--- src/rtl/fws_pkg.sv ---
package fws_pkg;
   typedef enum logic [1:0] {
      OP_PROG = 2'd0,
      OP_SECT = 2'd1,
      OP_BLK  = 2'd2,
      OP_BANK = 2'd3
   } fws_op_e;

   localparam logic [14:0] UNLOCK_A = 15'h5555;
   localparam logic [14:0] UNLOCK_B = 15'h2AAA;
   localparam logic [7:0]  KEY_1    = 8'hAA;
   localparam logic [7:0]  KEY_2    = 8'h55;
   localparam logic [7:0]  CMD_PROG = 8'hA0;
   localparam logic [7:0]  CMD_ERS  = 8'h80;
   localparam logic [7:0]  CMD_SECT = 8'h30;
   localparam logic [7:0]  CMD_BLK  = 8'h50;
   localparam logic [7:0]  CMD_BANK = 8'h10;
endpackage

--- src/rtl/fws_cmd_table.sv ---
module fws_cmd_table
   import fws_pkg::*;
#(
   parameter int ADDR_W         = 20,
   parameter int DATA_W         = 16,
   parameter int BANK_ON_UNLOCK = 0
) (
   input  fws_op_e             op,
   input  logic [2:0]          step,
   input  logic [ADDR_W-1:0]   tgt_addr,
   input  logic [DATA_W-1:0]   tgt_data,
   output logic [ADDR_W-1:0]   wr_addr,
   output logic [DATA_W-1:0]   wr_data,
   output logic                wr_last
);
   localparam int HI_W = ADDR_W - 15;

   logic [ADDR_W-1:0] bank_hi;
   logic [ADDR_W-1:0] ua_a, ua_b, bank_final;

   assign bank_hi = {tgt_addr[ADDR_W-1], {(ADDR_W-1){1'b0}}};

   generate
      if (BANK_ON_UNLOCK != 0) begin : g_bank_unlock
         assign ua_a = bank_hi | {{HI_W{1'b0}}, UNLOCK_A};
         assign ua_b = bank_hi | {{HI_W{1'b0}}, UNLOCK_B};
      end else begin : g_plain_unlock
         assign ua_a = {{HI_W{1'b0}}, UNLOCK_A};
         assign ua_b = {{HI_W{1'b0}}, UNLOCK_B};
      end
   endgenerate

   assign bank_final = bank_hi | {{HI_W{1'b0}}, UNLOCK_A};

   function automatic logic [DATA_W-1:0] cw(input logic [7:0] c);
      return {{(DATA_W-8){1'b0}}, c};
   endfunction

   always_comb begin
      wr_addr = ua_a;
      wr_data = cw(KEY_1);
      wr_last = 1'b0;
      if (op == OP_PROG) begin
         case (step)
            3'd0: begin wr_addr = ua_a; wr_data = cw(KEY_1); end
            3'd1: begin wr_addr = ua_b; wr_data = cw(KEY_2); end
            3'd2: begin wr_addr = ua_a; wr_data = cw(CMD_PROG); end
            default: begin wr_addr = tgt_addr; wr_data = tgt_data; wr_last = 1'b1; end
         endcase
      end else begin
         case (step)
            3'd0, 3'd3: begin wr_addr = ua_a; wr_data = cw(KEY_1); end
            3'd1, 3'd4: begin wr_addr = ua_b; wr_data = cw(KEY_2); end
            3'd2:       begin wr_addr = ua_a; wr_data = cw(CMD_ERS); end
            default: begin
               wr_last = 1'b1;
               case (op)
                  OP_SECT: begin wr_addr = tgt_addr;   wr_data = cw(CMD_SECT); end
                  OP_BLK:  begin wr_addr = tgt_addr;   wr_data = cw(CMD_BLK);  end
                  default: begin wr_addr = bank_final; wr_data = cw(CMD_BANK); end
               endcase
            end
         endcase
      end
   end
endmodule

--- src/rtl/fws_poll_track.sv ---
module fws_poll_track #(
   parameter int MAX_POLLS = 64
) (
   input  logic clk,
   input  logic rst_n,
   input  logic clear,
   input  logic sample,
   input  logic bit_in,
   output logic settled,
   output logic exhausted
);
   localparam int CNT_W = $clog2(MAX_POLLS + 1);

   logic             have_prev;
   logic             prev_bit;
   logic [1:0]       agree;
   logic [CNT_W-1:0] reads;
   logic             match;

   assign match     = have_prev && (bit_in == prev_bit);
   assign settled   = sample && match && (agree == 2'd2);
   assign exhausted = sample && (reads == CNT_W'(MAX_POLLS - 1));

   always_ff @(posedge clk or negedge rst_n) begin
      if (!rst_n) begin
         have_prev <= 1'b0;
         prev_bit  <= 1'b0;
         agree     <= 2'd0;
         reads     <= '0;
      end else if (clear) begin
         have_prev <= 1'b0;
         agree     <= 2'd0;
         reads     <= '0;
      end else if (sample) begin
         reads     <= reads + 1'b1;
         have_prev <= 1'b1;
         prev_bit  <= bit_in;
         if (match) begin
            if (agree != 2'd3) agree <= agree + 2'd1;
         end else begin
            agree <= 2'd0;
         end
      end
   end
endmodule

--- src/rtl/flash_wr_seq.sv ---
module flash_wr_seq
   import fws_pkg::*;
#(
   parameter int ADDR_W         = 20,
   parameter int DATA_W         = 16,
   parameter int MAX_POLLS      = 64,
   parameter int BANK_ON_UNLOCK = 0
) (
   input  logic              clk,
   input  logic              rst_n,
   input  logic              req_valid,
   output logic              req_ready,
   input  logic [1:0]        req_op,
   input  logic [ADDR_W-1:0] req_addr,
   input  logic [DATA_W-1:0] req_data,
   output logic              done,
   output logic              err,
   output logic              mem_we,
   output logic              mem_re,
   output logic [ADDR_W-1:0] mem_addr,
   output logic [DATA_W-1:0] mem_wdata,
   input  logic [DATA_W-1:0] mem_rdata
);
   generate
      if (ADDR_W < 16) begin : g_bad_aw
         $error("flash_wr_seq: ADDR_W must be at least 16");
      end
      if (DATA_W < 8) begin : g_bad_dw
         $error("flash_wr_seq: DATA_W must be at least 8");
      end
      if (MAX_POLLS < 4) begin : g_bad_polls
         $error("flash_wr_seq: MAX_POLLS must be at least 4");
      end
   endgenerate

   typedef enum logic [2:0] {S_IDLE, S_WR, S_RISS, S_RWAIT, S_DONE} st_e;

   st_e               st;
   fws_op_e           op_q;
   logic [ADDR_W-1:0] addr_q;
   logic [DATA_W-1:0] data_q;
   logic [2:0]        step;
   logic              err_q;

   logic [ADDR_W-1:0] tab_addr;
   logic [DATA_W-1:0] tab_data;
   logic              tab_last;
   logic              settled, exhausted;

   fws_cmd_table #(
      .ADDR_W(ADDR_W), .DATA_W(DATA_W), .BANK_ON_UNLOCK(BANK_ON_UNLOCK)
   ) u_table (
      .op(op_q), .step(step), .tgt_addr(addr_q), .tgt_data(data_q),
      .wr_addr(tab_addr), .wr_data(tab_data), .wr_last(tab_last)
   );

   fws_poll_track #(.MAX_POLLS(MAX_POLLS)) u_poll (
      .clk(clk), .rst_n(rst_n),
      .clear(st == S_IDLE), .sample(st == S_RWAIT), .bit_in(mem_rdata[6]),
      .settled(settled), .exhausted(exhausted)
   );

   always_ff @(posedge clk or negedge rst_n) begin
      if (!rst_n) begin
         st     <= S_IDLE;
         op_q   <= OP_PROG;
         addr_q <= '0;
         data_q <= '0;
         step   <= 3'd0;
         err_q  <= 1'b0;
      end else begin
         case (st)
            S_IDLE: if (req_valid) begin
               op_q   <= fws_op_e'(req_op);
               addr_q <= req_addr;
               data_q <= req_data;
               step   <= 3'd0;
               err_q  <= 1'b0;
               st     <= S_WR;
            end
            S_WR: begin
               step <= step + 3'd1;
               if (tab_last) st <= S_RISS;
            end
            S_RISS: st <= S_RWAIT;
            S_RWAIT: begin
               if (settled) begin
                  err_q <= (op_q == OP_PROG) && (mem_rdata != data_q);
                  st    <= S_DONE;
               end else if (exhausted) begin
                  err_q <= 1'b1;
                  st    <= S_DONE;
               end else begin
                  st <= S_RISS;
               end
            end
            default: st <= S_IDLE;
         endcase
      end
   end

   assign req_ready = (st == S_IDLE);
   assign done      = (st == S_DONE);
   assign err       = err_q;
   assign mem_we    = (st == S_WR);
   assign mem_re    = (st == S_RISS);
   assign mem_addr  = (st == S_WR) ? tab_addr : (st == S_RISS) ? addr_q : '0;
   assign mem_wdata = (st == S_WR) ? tab_data : '0;
endmodule

--- config.mk ---
export PLATFORM = sky130hd
export DESIGN_NAME = flash_wr_seq
export DESIGN_NICKNAME = d
export VERILOG_FILES = /design/src/rtl/fws_pkg.sv /design/src/rtl/fws_cmd_table.sv /design/src/rtl/fws_poll_track.sv /design/src/rtl/flash_wr_seq.sv
export SDC_FILE = /design/constraint.sdc
export NUM_CORES = 1
export LEC_CHECK = 0
export BUFFER_PORTS_ARGS = -buffer_cell sky130_fd_sc_hd__buf_4
export CELL_PAD_IN_SITES_DETAIL_PLACEMENT = 1
export CELL_PAD_IN_SITES_GLOBAL_PLACEMENT = 2
export CORE_ASPECT_RATIO = 0.8
export CORE_UTILIZATION = 25
export CTS_BUF_LIST = sky130_fd_sc_hd__clkbuf_2 sky130_fd_sc_hd__clkbuf_4 sky130_fd_sc_hd__clkbuf_8
export DETAILED_ROUTE_END_ITERATION = 10
export HOLD_SLACK_MARGIN = 0.03
export PLACE_DENSITY = 0.76
export SYNTH_ARGS = -nofsm -noshare
export SYNTH_HDL_FRONTEND = slang
export SYNTH_SLANG_ARGS = --single-unit
--- constraint.sdc ---
create_clock -name clk -period 3.5 [get_ports clk]
set_input_delay 1.05 -clock clk [delete_from_list [all_inputs] [get_ports clk]]
set_output_delay 1.05 -clock clk [all_outputs]
set_load 0.05 [all_outputs]
Word-level counts from Yosys, hierarchy flattened. Index checks and enable logic that the tools add are counted.

Register bits after elaboration: 56. Output and inout port bits: 41. Logic and storage cells: 89.

$add $sub $neg: 3. Equal/unequal tests: 19. Muxes and demuxes: 33. Bitwise gates (word level): 1. Reductions and logical operators: 23.

Operator list (count): 16-bit one-hot mux with 3 select lines (2); 20-bit one-hot mux with 2 select lines (2); 20-bit two-way mux (3); 16-bit two-way mux (2); 19-bit two-way mux (1); 16-bit inequality test (1); 3-bit two-way mux (5); 7-bit two-way mux (2); 7-bit one-hot mux with 2 select lines (1); 3-bit by 2-bit equality test with 1-bit output, second input constant (4); 3-bit one-hot mux with 4 select lines (1); 2-bit AND reduction (5); 1-bit two-way mux (8); 2-bit two-way mux (4); 2-bit OR reduction (4); 7-bit by 1-bit adder with 7-bit output, second input constant (1); 7-bit by 6-bit equality test with 1-bit output, second input constant (1); 3-bit by 1-bit equality test with 1-bit output, second input constant (2); 3-bit equality test, second input constant (2); 3-bit logical NOT (2); 3-bit inequality test, second input constant (2); 3-bit one-hot mux with 2 select lines (1); 3-bit OR reduction (2); 1-bit logical AND (5); other kinds (13) (16).

Logic depth before layout (Yosys ltp). Gate-level depths: netlist (run 1).

Depth after elaboration: 6. Mapped depth: 7. Mapped depth without buffers: 6.

Cells and area by module. A second synthesis (run 1) with hierarchy kept.

Cell total of the unflattened synthesis: 368. Area total of the unflattened synthesis: 3604.7 um2.

Modules (own cells, without submodules): flash_wr_seq (times used 1, cells an instance 183, area each 2283.4 um2, seq. area each 1126.1 um2); fws_cmd_table (times used 1, cells an instance 127, area each 755.7 um2, seq. area each 0.0 um2); fws_poll_track (times used 1, cells an instance 58, area each 565.5 um2, seq. area each 275.3 um2).

Worst setup path before layout (run 1). Ideal clock, no wire load.

Path type: flip-flop to output port. Start: reg step[0]. End: out mem_wdata[6]. Data arrival time: 2.542 ns. Data required time: 2.450 ns. Slack: -0.092 ns. Stages on the path, launching flop included: 7. Path buffers: 0. Cell sequence: dfrtp_1 > inv_1 > ha_1 > o21bai_2 > nor2b_1 > a211oi_1 > a211oi_1.

Longest elaborated chain between the ends: 5.

Ends and longest elaborated chain: from (decl) (RTL line flash_wr_seq.sv:42) `logic [2:0] step;`; from (signal assigned) (RTL line flash_wr_seq.sv:82) `step <= step + 3'd1;`; 3-bit by 1-bit equality test with 1-bit output (tied with other cells) (RTL line fws_cmd_table.sv:44, fws_cmd_table.sv:51); 2-bit OR reduction (RTL line fws_cmd_table.sv:51) `case (step)`; 16-bit one-hot mux with 3 select lines (RTL line fws_cmd_table.sv:51); 16-bit two-way mux (*) (RTL line fws_cmd_table.sv:43) `if (op == OP_PROG) begin`; 16-bit two-way mux (*) (RTL line flash_wr_seq.sv:108) `assign mem_wdata = (st == S_WR) ? tab_data : '0;`; to (decl) (RTL line flash_wr_seq.sv:21) `output logic [DATA_W-1:0] mem_wdata,`.

Mark *: on every way between the ends. The rest lies on a longest branch, timed or not.

Worst setup path after layout (run 1).
Start: reg step[0]. End: out mem_addr[0].

Longest elaborated chain between the ends: 5.

Ends and longest elaborated chain: 3-bit by 2-bit equality test with 1-bit output (tied with other cells) (RTL line fws_cmd_table.sv:51); 3-bit OR reduction (no source line) (tied with other cells); 20-bit one-hot mux with 2 select lines, on equally long branches (RTL line fws_cmd_table.sv:51, fws_cmd_table.sv:44); 20-bit two-way mux (*) (RTL line fws_cmd_table.sv:43); 20-bit two-way mux (*) (RTL line flash_wr_seq.sv:107) `assign mem_addr = (st == S_WR) ? tab_addr : (st == S_RISS) ? addr_q : '0;`; to (decl) (RTL line flash_wr_seq.sv:20) `output logic [ADDR_W-1:0] mem_addr,`.

Marks and branches as above.

==> results.md, run 1 <==
* Status: complete, no violations
* I/O pins at 98
* Remaining DRCs at 0
* GRT Util Overall at a little over an eighth
* Critical Path Start Type: register
* Max incr delay on CP at approximately 410 ps
* Area contributors post-synth: dfrtp_1, mux2_4, xnor2_1
* Adder-cell area share of the yosys netlist at under 10%
* Synth Warn # at 0
* Clk_skew at between 7 and 8 ps
* Post-DP HPWL at between 6000 and 7000 µm
* Starting density of the core at roughly a quarter
* Most frequent cell after synthesis: dfrtp_1
* Met3 wire length at around 520 µm
* Std cell rows at 37
* Num CTS Buffers at 5
* Clock buffer depth at 2
* Leak pwr at between 2 and 2.5 nW
* Die H at 105.1 µm
* Largest family of logic cells by synthesized area: multiplexers
* Worst-Skew Late Latency at around 320 ps
* Synth top area share at 42.22%
* Xor/xnor share of the synthesized area at under 10%
* Required time of the critical path at roughly 2500 ps
* Routed vias at 2539
* Post-Syn Area at around 3300 µm²
* Critical-path cell list: inv_1 > ha_2 > mux2_4 > or3_4 > a31oi_4 > a21o_1 > buf_4
* Core area at 12920 µm²
* #FFs+latches synth at 56
* Crit-path slowest cell: dfrtp_1
* Dpl cells at between 500 and 600
* Post-synthesis compound-gate area fraction at 13.19%
* Die width at 130.8 µm
* Port bufs at 97
* Syn nets at 358
* Average size of a mapped cell at roughly 11 µm²
* Final Instance Area at ~4400 µm²
* Final ANT Viol Nets at 0
* HP Class: reg -> reg
* Endpoints failing setup at 0
* Biggest area consumer among synthesized cells: dfrtp_1
* H-tree depth at 2
* Antenna violations before repair at 0
* Pre-CTS setup slack at ~270 ps
* Max-cap viol count at 0
* Area after DPL at 4217 µm²
* Commonest cells in the synthesized netlist: dfrtp_1, mux2_4, nand2_1
* Synth unique cells at 55
* GRT overflow at 0
* Final nets at roughly 460
* Ratio of cells with drive above 1 in the final layout at a little over two fifths
* CP Max Fanout at 8
* VDD IR max at between 0.3 and 0.4 mV
* FFs w/ async S/R, synth at 100.0%
* Setup ws final at 98.78 ps
* EDFF count, synth at 0
* Met1 Wirelength at 4126 µm
* Fmax at 294.0 MHz
* First-pass GRT wire length at approximately 14000 µm
* Final wirelength at between 8000 and 9000 µm
* Final Max Tran Viols at 0
* Fin crit share at 97.18%
* Worst setup EP type: output pin
* Largest net degree at the start of global routing at 57
* Vias in the first global route at between 2000 and 3000
* Crit path arrival time at roughly 2400 ps
* DRT iter0 DRCs at 76
* Final core occ at between 30% and 40%
* Worst-Margin Slew at 823.3 ps
* Final setup TNS at 0 ps
* Diodes inserted at 0
* Sequential area share after synthesis at 42.22%
* Final min period at around 3400 ps
* Post-Layout Cell Count at 566
* Clock Sinks at between 50 and 60
* Simple logic cell fraction of the synthesized area at between 10 and 15%
* PwrDens at 974.6 nW/µm²
* Routed wl met2 at between 4000 and 5000 µm
* CTS tree: built
* Clock root buffer: clkbuf_8
* Worst slew margin at a little under half
* Mapped Cells at between 200 and 300
* Setup CP Type: reg -> out
* Highest routing layer actually used: met4
* Post-synthesis mux area share at 17.72%
* Top FF cell, synth: dfrtp_1
* Overall die area at about 14000 µm²
* Drt first pass iters at 4
* Final hold viol count at 0
* Placer Congestion at ~0.75
* P&R area growth vs syn at 31.66%
* Clock slew at reported path FFs at about 100 ps
* Vias per cell at between 4 and 5
* Average wire per cell in the routed design at approximately 15 µm
* Unrepaired setup endpoints after global routing: yes
cells in the final DEF, fill, tap and decap left out, drive strengths merged, types with 3 or more instances in the layout:
cell      n
buf     103
dfrtp    56
mux2     39
nand2    24
xnor2    17
nor2     14
and2     13
o21ai    11
ha       11
o21a      9
inv       8
a21oi     8
a21o      8
clkbuf    8
nand4     5
nand3     5
a211oi    5
nand2b    4
a31oi     4
or3       4
nand3b    3
routing by layer:
layer  up-vias  GRT usage, %
met5         -             0
met4         0         2.956
met3         8         3.994
met2        65         21.24
met1      1238         17.57
li1       1228             -
layout make-up:
type	instances	area (µm²)
fill	1431	8546
clock buffer	8	97.59
tap	175	219.0
timing repair buffer	103	788.3
sequential	56	1401
multi-input combinational	214	1824
inverter	10	40.04
final timing paths:
| kind | startpoint | to | slack [ps] | cells past startpoint |
|---|---|---|---|---|
| min reg2reg | u_poll.reads[6]$_DFFE_PN0N_ | u_poll.reads[6]$_DFFE_PN0N_ | 470 | 1 |
| max in group asynchronous | rst_n | data_q[7]$_DFFE_PN0P_ | 2210 | 1 |
| max | step[0]$_DFFE_PN0P_ | mem_addr[0] | 100 | 7 |
| max reg2reg | st[2]$_DFFE_PN0P_ | addr_q[9]$_DFFE_PN0P_ | 1380 | 4 |
| min in group asynchronous | rst_n | data_q[8]$_DFFE_PN0P_ | 780 | 1 |
| min | u_poll.reads[6]$_DFFE_PN0N_ | u_poll.reads[6]$_DFFE_PN0N_ | 470 | 1 |
kinds of logic after synthesis:
group / Yosys count
flops: 56
compound gates: 59
fa+ha+maj: 11
buf+inv: 20
simple gates: 86
mux: 40
xor+xnor: 18
critical path, delay by kind of cell (launching register included):
kind            cells  cell delay [ps]
compound gates      2              440
fa+ha+maj           1              240
mux                 1              310
buf+inv             2              290
simple gates        1              340
flops               1              410
flip-flops by register name, indices dropped and copies added (netlist names):
register          flops
step                  3
u_poll.have_prev      1
u_poll.reads          7
op_q                  2
u_poll.prev_bit       1
data_q               16
addr_q               20
st                    3
u_poll.agree          2
err                   1
through the flow:
stage	power (W)	hold slack, ps
global placement	0.003751	447.5
detailed placement	0.003799	463.8
floorplan	0.003116	438.4
global route	0.004562	506.4
CTS	0.004245	478.5
finish	0.004259	473.6
timing repair:
action                     4_1_cts  5_1_grt
pin swaps                        1        2
hold buffers                     0        0
setup buffers                    1        2
setup endpoints to repair        8       19
gates resized for setup          1        7
where the power goes:
part / switching, W / total (W) / internal (W)
sequential: 0.000240 / 0.00118 / 0.000936
clock: 0.000220 / 0.000397 / 0.000178
combinational: 0.00156 / 0.00269 / 0.00113
(Power assumes the default switching activity.)
==> run 2: changes to the inputs <==
ABC_CLOCK_PERIOD_IN_PS = 3500   (was not set)
REMOVE_ABC_BUFFERS = 1   (was not set)
SKIP_CTS_REPAIR_TIMING = 1   (was not set)
==> run 2 against run 1 <==
Clock power decreased by 2%. Via count decreased by 0.75%. Critical endpoint is now mem_addr[11]. Fmax shrank 0.78%.
==> results.md, run 2 (synthesis results as in run 1) <==
* Final wirelength at 8874 µm (+1.5%)
* Worst setup EP type: output pin
* VDD IR max at 0.7516 mV (+110%)
* Placer Congestion at 0.7852 (+4.3%)
* Worst-Margin Slew at 803.7 ps (-19.54 ps)
* Min-delay src: u_poll.reads[6]$_DFFE_PN0N_
* Ratio of cells with drive above 1 in the final layout at 42.53% (+0.071 points)
* P&R area growth vs syn at 31.29%
* Final setup TNS at 0 ps (unchanged)
* Critical Path Start Type: register
* First-pass GRT wire length at 14330 µm (+1.9%)
* Clk_skew at 7.265 ps (-0.6924 ps)
* PwrDens at 975.7 nW/µm² (+0.12%)
* Crit path buffers/inverters at 3 (+1)
* Vias per cell at 4.476 (-0.22%)
* FF-to-FF path depth at 4 (unchanged)
* Max incr delay on CP at 430 ps (+20 ps)
* Antenna violations before repair at 0 (unchanged)
* GRT overflow at 0 (unchanged)
* Largest net degree at the start of global routing at 57 (unchanged)
* Clock root buffer: clkbuf_8
* Port bufs at 97 (unchanged)
* Pre-CTS setup slack at 300.9 ps (+34.57 ps)
* Average wire per cell in the routed design at 15.76 µm (+2.1%)
* Post-DP HPWL at 6517 µm (+1.1%)
* H-tree depth at 2 (unchanged)
* Worst-Skew Late Latency at 310 ps (about the same)
* Register Area at 1404 µm² (+0.18%)
* Endpoints failing setup at 0 (unchanged)
* Max reg flops at 20 (unchanged)
* Unrepaired setup endpoints after global routing: yes
* Num CTS Buffers at 5 (unchanged)
* Most used cell, CP: buf_4
* Status: complete, no violations
* Worst slew margin at 46.37% (+1.3 points)
* I/O pins at 98 (unchanged)
* Worst hold endpoint: u_poll.reads[6]$_DFFE_PN0N_
* Clock slew at reported path FFs at 100 ps (about the same)
* Diodes inserted at 0 (unchanged)
* Core area at 12920 µm² (unchanged)
* Most common cell after layout, fill and taps aside: buf_4
* Starting density of the core at 25.70% (unchanged)
* Crit-path slowest cell: dfrtp_1
* CTS tree: built
* Overall die area at 13750 µm² (unchanged)
* Leak pwr at 2.148 nW (-0.70%)
* Final hold slack at 478.3 ps (+4.670 ps)
* Remaining DRCs at 0 (unchanged)
* Setup CP Type: reg -> out
* Std cell rows at 37 (unchanged)
* Vias in the first global route at 2782 (+3.0%)
* Setup ws final at 71.93 ps (-26.85 ps)
* Die H at 105.1 µm (unchanged)
* Reg2reg start: st[2]$_DFFE_PN0P_
* Reg with most FFs: addr_q
* Max-cap viol count at 0 (unchanged)
* Area of the multi-input gates at 1810 µm² (-0.75%)
* CP top delay family: compound AO/OA/AOI/OAI gates
* Reg-to-reg critical path endpoint: addr_q[6]$_DFFE_PN0P_
* Routed vias at 2520 (-0.75%)
* Required time of the critical path at 2450 ps (about the same)
* Die width at 130.8 µm (unchanged)
* HP Class: reg -> reg
* Final nets at 456 (-0.44%)
* Final min period at 3428 ps (+26.85 ps)
* DRT iter0 DRCs at 55 (-28%)
* Clock Sinks at 56 (unchanged)
* Leading cell types in the layout, fill and taps excluded: buf_4, dfrtp_1, mux2_4, nand2_1, xnor2_1
* CP Max Fanout at 7 (-1)
* Final ANT Viol Nets at 0 (unchanged)
* Crit path arrival time at 2380 ps (+30 ps)
* # fillers at 1454 (+1.6%)
* Final hold viol count at 0 (unchanged)
* Fin crit share at 97.94% (+0.77 points)
* Pwr Total at 0.004252 W (-0.17%)
* Clock buffer depth at 2 (unchanged)
* Critical-path cell list: inv_1 > ha_2 > mux2_4 > a311oi_1 > o31ai_4 > buf_4 > o21a_1 > buf_4
* Final Max Tran Viols at 0 (unchanged)
* Hold depth at 1 (unchanged)
* Fmax at 291.7 MHz (-0.78%)
* Top Registers: addr_q: 20 flops, data_q: 16 flops, u_poll.reads: 7 flops
* R2R Setup Slk at 1420 ps (+40 ps)
* Drt first pass iters at 4 (unchanged)
* GRT Util Overall at 13.47% (+0.15 points)
[run 2: cell types whose count changed in the layout (fill, tap and decap cells not counted), sizes merged]
cell and delta:
buf -2, clkbuf -1
[run 2: where the power goes]
part	total [W]	switching, W	internal [W]	leakage [nW]
sequential	0.00120	0.000261	0.000939	0.687
combinational	0.00266	0.00153	0.00113	1.41
clock	0.000389	0.000212	0.000177	0.0503
total	0.00425	0.00200	0.00225	2.15
[run 2: cell type report]
cell class	count	share of cell area, %
tap	175	5.024
clock buffer	7	2.211
sequential	56	32.21
multi-input combinational	214	41.54
timing repair buffer	101	18.09
inverter	10	0.9187
[run 2: per-stage QoR]
step / area (µm²) / utilization, % / std cells
global placement: 4207 / 32.57 / 555
floorplan: 3237 / - / 280
detailed placement: 4207 / 32.57 / 555
CTS: 4303 / 33.31 / 562
global route: 4358 / 33.74 / 563
finish: 4358 / 33.74 / 563
[run 2: worst max path at each step]
stage | start | endpoint | slack [ps] | cells past startpoint
6_report | step[1]$_DFFE_PN0P_ | mem_addr[11] | 70 | 8
5_1_grt | step[1]$_DFFE_PN0P_ | mem_addr[8] | -70 | 7
4_1_cts | step[0]$_DFFE_PN0P_ | mem_addr[0] | -60 | 7
3_5_place_dp | step[0]$_DFFE_PN0P_ | mem_addr[12] | 300 | 7
3_3_place_gp | step[0]$_DFFE_PN0P_ | mem_addr[4] | 400 | 7
2_1_floorplan | step[0]$_DFFE_PN0P_ | mem_wdata[6] | -100 | 6
[run 2: per-layer routing]
layer	vias up	wire (µm)	part of all wire [%]	global-route usage, %
met3	2	516	5.8	3.891
met2	70	3998	45	21.77
met4	0	20	0.23	2.217
met1	1224	4338	49	17.92
met5	-	0	0	0
li1	1224	-	-	-
==> run 3: changes to the inputs <==
ABC_CLOCK_PERIOD_IN_PS = 3400   (was 3500)
PLACE_DENSITY = not set   (was 0.76)
PLACE_DENSITY_LB_ADDON = 0.1   (was not set)
clock period = 3.4 ns   (was 3.5 ns; I/O delays follow)
==> run 3 against run 2 <==
Final cell count increased by 1.2%. Clock power is 3% higher. Via count is 1.5% higher. Non-clock buffer count is 6 higher. Routed wire length is 2.3% higher. Highest routed layer unchanged.
==> results.md, run 3 (synthesis results as in run 1) <==
* Num CTS Buffers at 5 (unchanged)
* Setup ws final at 58.31 ps (-13.62 ps)
* Clk_skew at 11.10 ps (+3.831 ps)
* Post-DP HPWL at 6659 µm (+2.2%)
* Sw Share at 47.18% (+0.054 points)
* Clock slew at reported path FFs at 110 ps (about the same)
* Area of the multi-input gates at 1851 µm² (+2.2%)
* Clock buffer depth at 2 (unchanged)
* Sequential share of power at 27.2% (-1.0 points)
* Final nets at 462 (+1.3%)
* Crit-path slowest cell: dfrtp_2
* Pre-CTS setup slack at 231.7 ps (-69.19 ps)
* Starting density of the core at 25.70% (unchanged)
* Clk pwr share at 8.9% (-0.2 points)
* Final Instance Area at 4461 µm² (+2.4%)
* VDD IR max at 0.5190 mV (-31%)
* Status: complete, no violations
* Core area at 12920 µm² (unchanged)
* Routed vias at 2559 (+1.5%)
* Diodes inserted at 0 (unchanged)
* Worst setup EP type: output pin
* Final min period at about 3300 ps
* Worst-Skew Late Latency at 320 ps (about the same)
* P&R area growth vs syn at 34.38%
* Unrepaired setup endpoints after global routing: yes
* Std cell rows at 37 (unchanged)
* Crit path arrival time at 2320 ps (-60 ps)
* HP Class: reg -> reg
* Area after DPL at 4234 µm² (+0.65%)
* Final wirelength at 9076 µm (+2.3%)
* CTS tree: built
* Ratio of cells with drive above 1 in the final layout at 44.30% (+1.8 points)
* Final Max Tran Viols at 0 (unchanged)
* Port bufs at 97 (unchanged)
* First-pass GRT wire length at 14610 µm (+2.0%)
* Max incr delay on CP at 450 ps (+20 ps)
* Pwr Total at 0.004498 W (+5.8%)
* Die width at 130.8 µm (unchanged)
* Internal power at 0.002376 W (+5.7%)
* Worst slew margin at 49.11% (+2.7 points)
* Endpoints failing setup at 0 (unchanged)
* Critical Path Start Type: register
* DRT iter0 DRCs at 96 (+75%)
* GRT overflow at 0 (unchanged)
* Leading cell types in the layout, fill and taps excluded: buf_4, dfrtp_1, mux2_4, nand2_1, xnor2_1
* Remaining DRCs at 0 (unchanged)
* Clock Sinks at 56 (unchanged)
* Most common cell after layout, fill and taps aside: buf_4
* PwrDens at 1008 nW/µm² (+3.3%)
* Combinational power share at 63.9% (+1.3 points)
* Placer Congestion at 0.7093 (-9.7%)
* Required time of the critical path at 2380 ps (-70 ps)
* Drt first pass iters at 4 (unchanged)
* H-tree depth at 2 (unchanged)
* Leak pwr at 2.192 nW (+2.0%)
* Most used cell, CP: buf_4
* Largest net degree at the start of global routing at 57 (unchanged)
* Worst-Margin Slew at 763.4 ps (-40.30 ps)
* Final ANT Viol Nets at 0 (unchanged)
* Max reg flops at 20 (unchanged)
* Setup CP Type: reg -> out
* GRT Util Overall at 13.90% (+0.42 points)
* I/O pins at 98 (unchanged)
* Register Area at 1404 µm² (unchanged)
* Fmax at between 200 and 300 MHz
* Die H at 105.1 µm (unchanged)
* Clock root buffer: clkbuf_8
* Max-cap viol count at 0 (unchanged)
* Reg with most FFs: addr_q
* Average wire per cell in the routed design at 15.92 µm (+1.0%)
* Overall die area at 13750 µm² (unchanged)
* Vias in the first global route at 2746 (-1.3%)
* Final hold viol count at 0 (unchanged)
* # fillers at 1435 (-1.3%)
* Total net switching power at 0.002122 W (+5.9%)
* Crit path buffers/inverters at 3 (unchanged)
* Vias per cell at 4.489 (+0.30%)
* CP Max Fanout at 8 (+1)
* CP top delay family: buffers and inverters
* Fin crit share at a little over nine tenths
* Top Registers: addr_q: 20 flops, data_q: 16 flops, u_poll.reads: 7 flops
* Antenna violations before repair at 0 (unchanged)
* Final setup TNS at 0 ps (unchanged)
* Critical-path cell list: buf_4 > ha_4 > mux2_4 > or3_4 > a31oi_4 > buf_12 > a21o_1 > buf_4
-- run 3: final timing paths --
| kind | end | startpoint | slack [ps] | cells past startpoint |
|---|---|---|---|---|
| hold reg to reg | u_poll.reads[6]$_DFFE_PN0N_ | u_poll.reads[6]$_DFFE_PN0N_ | 480 | 1 |
| min in group asynchronous | data_q[13]$_DFFE_PN0P_ | rst_n | 750 | 1 |
| max in group asynchronous | step[1]$_DFFE_PN0P_ | rst_n | 2080 | 1 |
| setup / recovery | mem_addr[10] | step[0]$_DFFE_PN0P_ | 60 | 8 |
| hold / removal | u_poll.reads[6]$_DFFE_PN0N_ | u_poll.reads[6]$_DFFE_PN0N_ | 480 | 1 |
| setup reg to reg | data_q[11]$_DFFE_PN0P_ | st[2]$_DFFE_PN0P_ | 1320 | 5 |
-- run 3: cell type report --
type | count | area share [%]
Multi-Input combinational cell | 214 | 41.49
Sequential cell | 56 | 31.47
Timing Repair Buffer | 107 | 19.16
Tap cell | 175 | 4.909
Clock buffer | 7 | 1.879
Inverter | 10 | 0.8976
Clock inverter | 1 | 0.1964
-- run 3: worst register-to-register path, delay by kind of cell (launching register included) --
kind / cells / cell delay, ps
buf+inv: 2 / 440
flops: 1 / 460
simple gates: 2 / 750
mux: 1 / 310
-- run 3: stage by stage --
step / hold slack (ps) / utilization [%] / std cells
CTS: 477.7 / 33.50 / 565
finish: 475.5 / 34.53 / 570
detailed placement: 461.3 / 32.78 / 557
floorplan: 438.4 / - / 280
global placement: 448.7 / 32.78 / 557
global route: 520.8 / 34.53 / 570
-- run 3: power by group through the flow --
stage	clock network [W]	registers, W	logic (W)
after floorplan	0	0.00118	0.00197
after global placement	0	0.00123	0.00269
after global routing	0.000454	0.00127	0.00311
final	0.000399	0.00123	0.00287
after CTS	0.000431	0.00122	0.00271
after detailed placement	0	0.00123	0.00270
-- run 3: layer usage --
metal | vias up | wire length (µm) | global-route usage (%)
met4 | 0 | 65 | 3.202
met3 | 5 | 372 | 2.970
li1 | 1233 | - | -
met2 | 51 | 4165 | 21.54
met5 | - | 0 | 0
met1 | 1270 | 4473 | 19.55
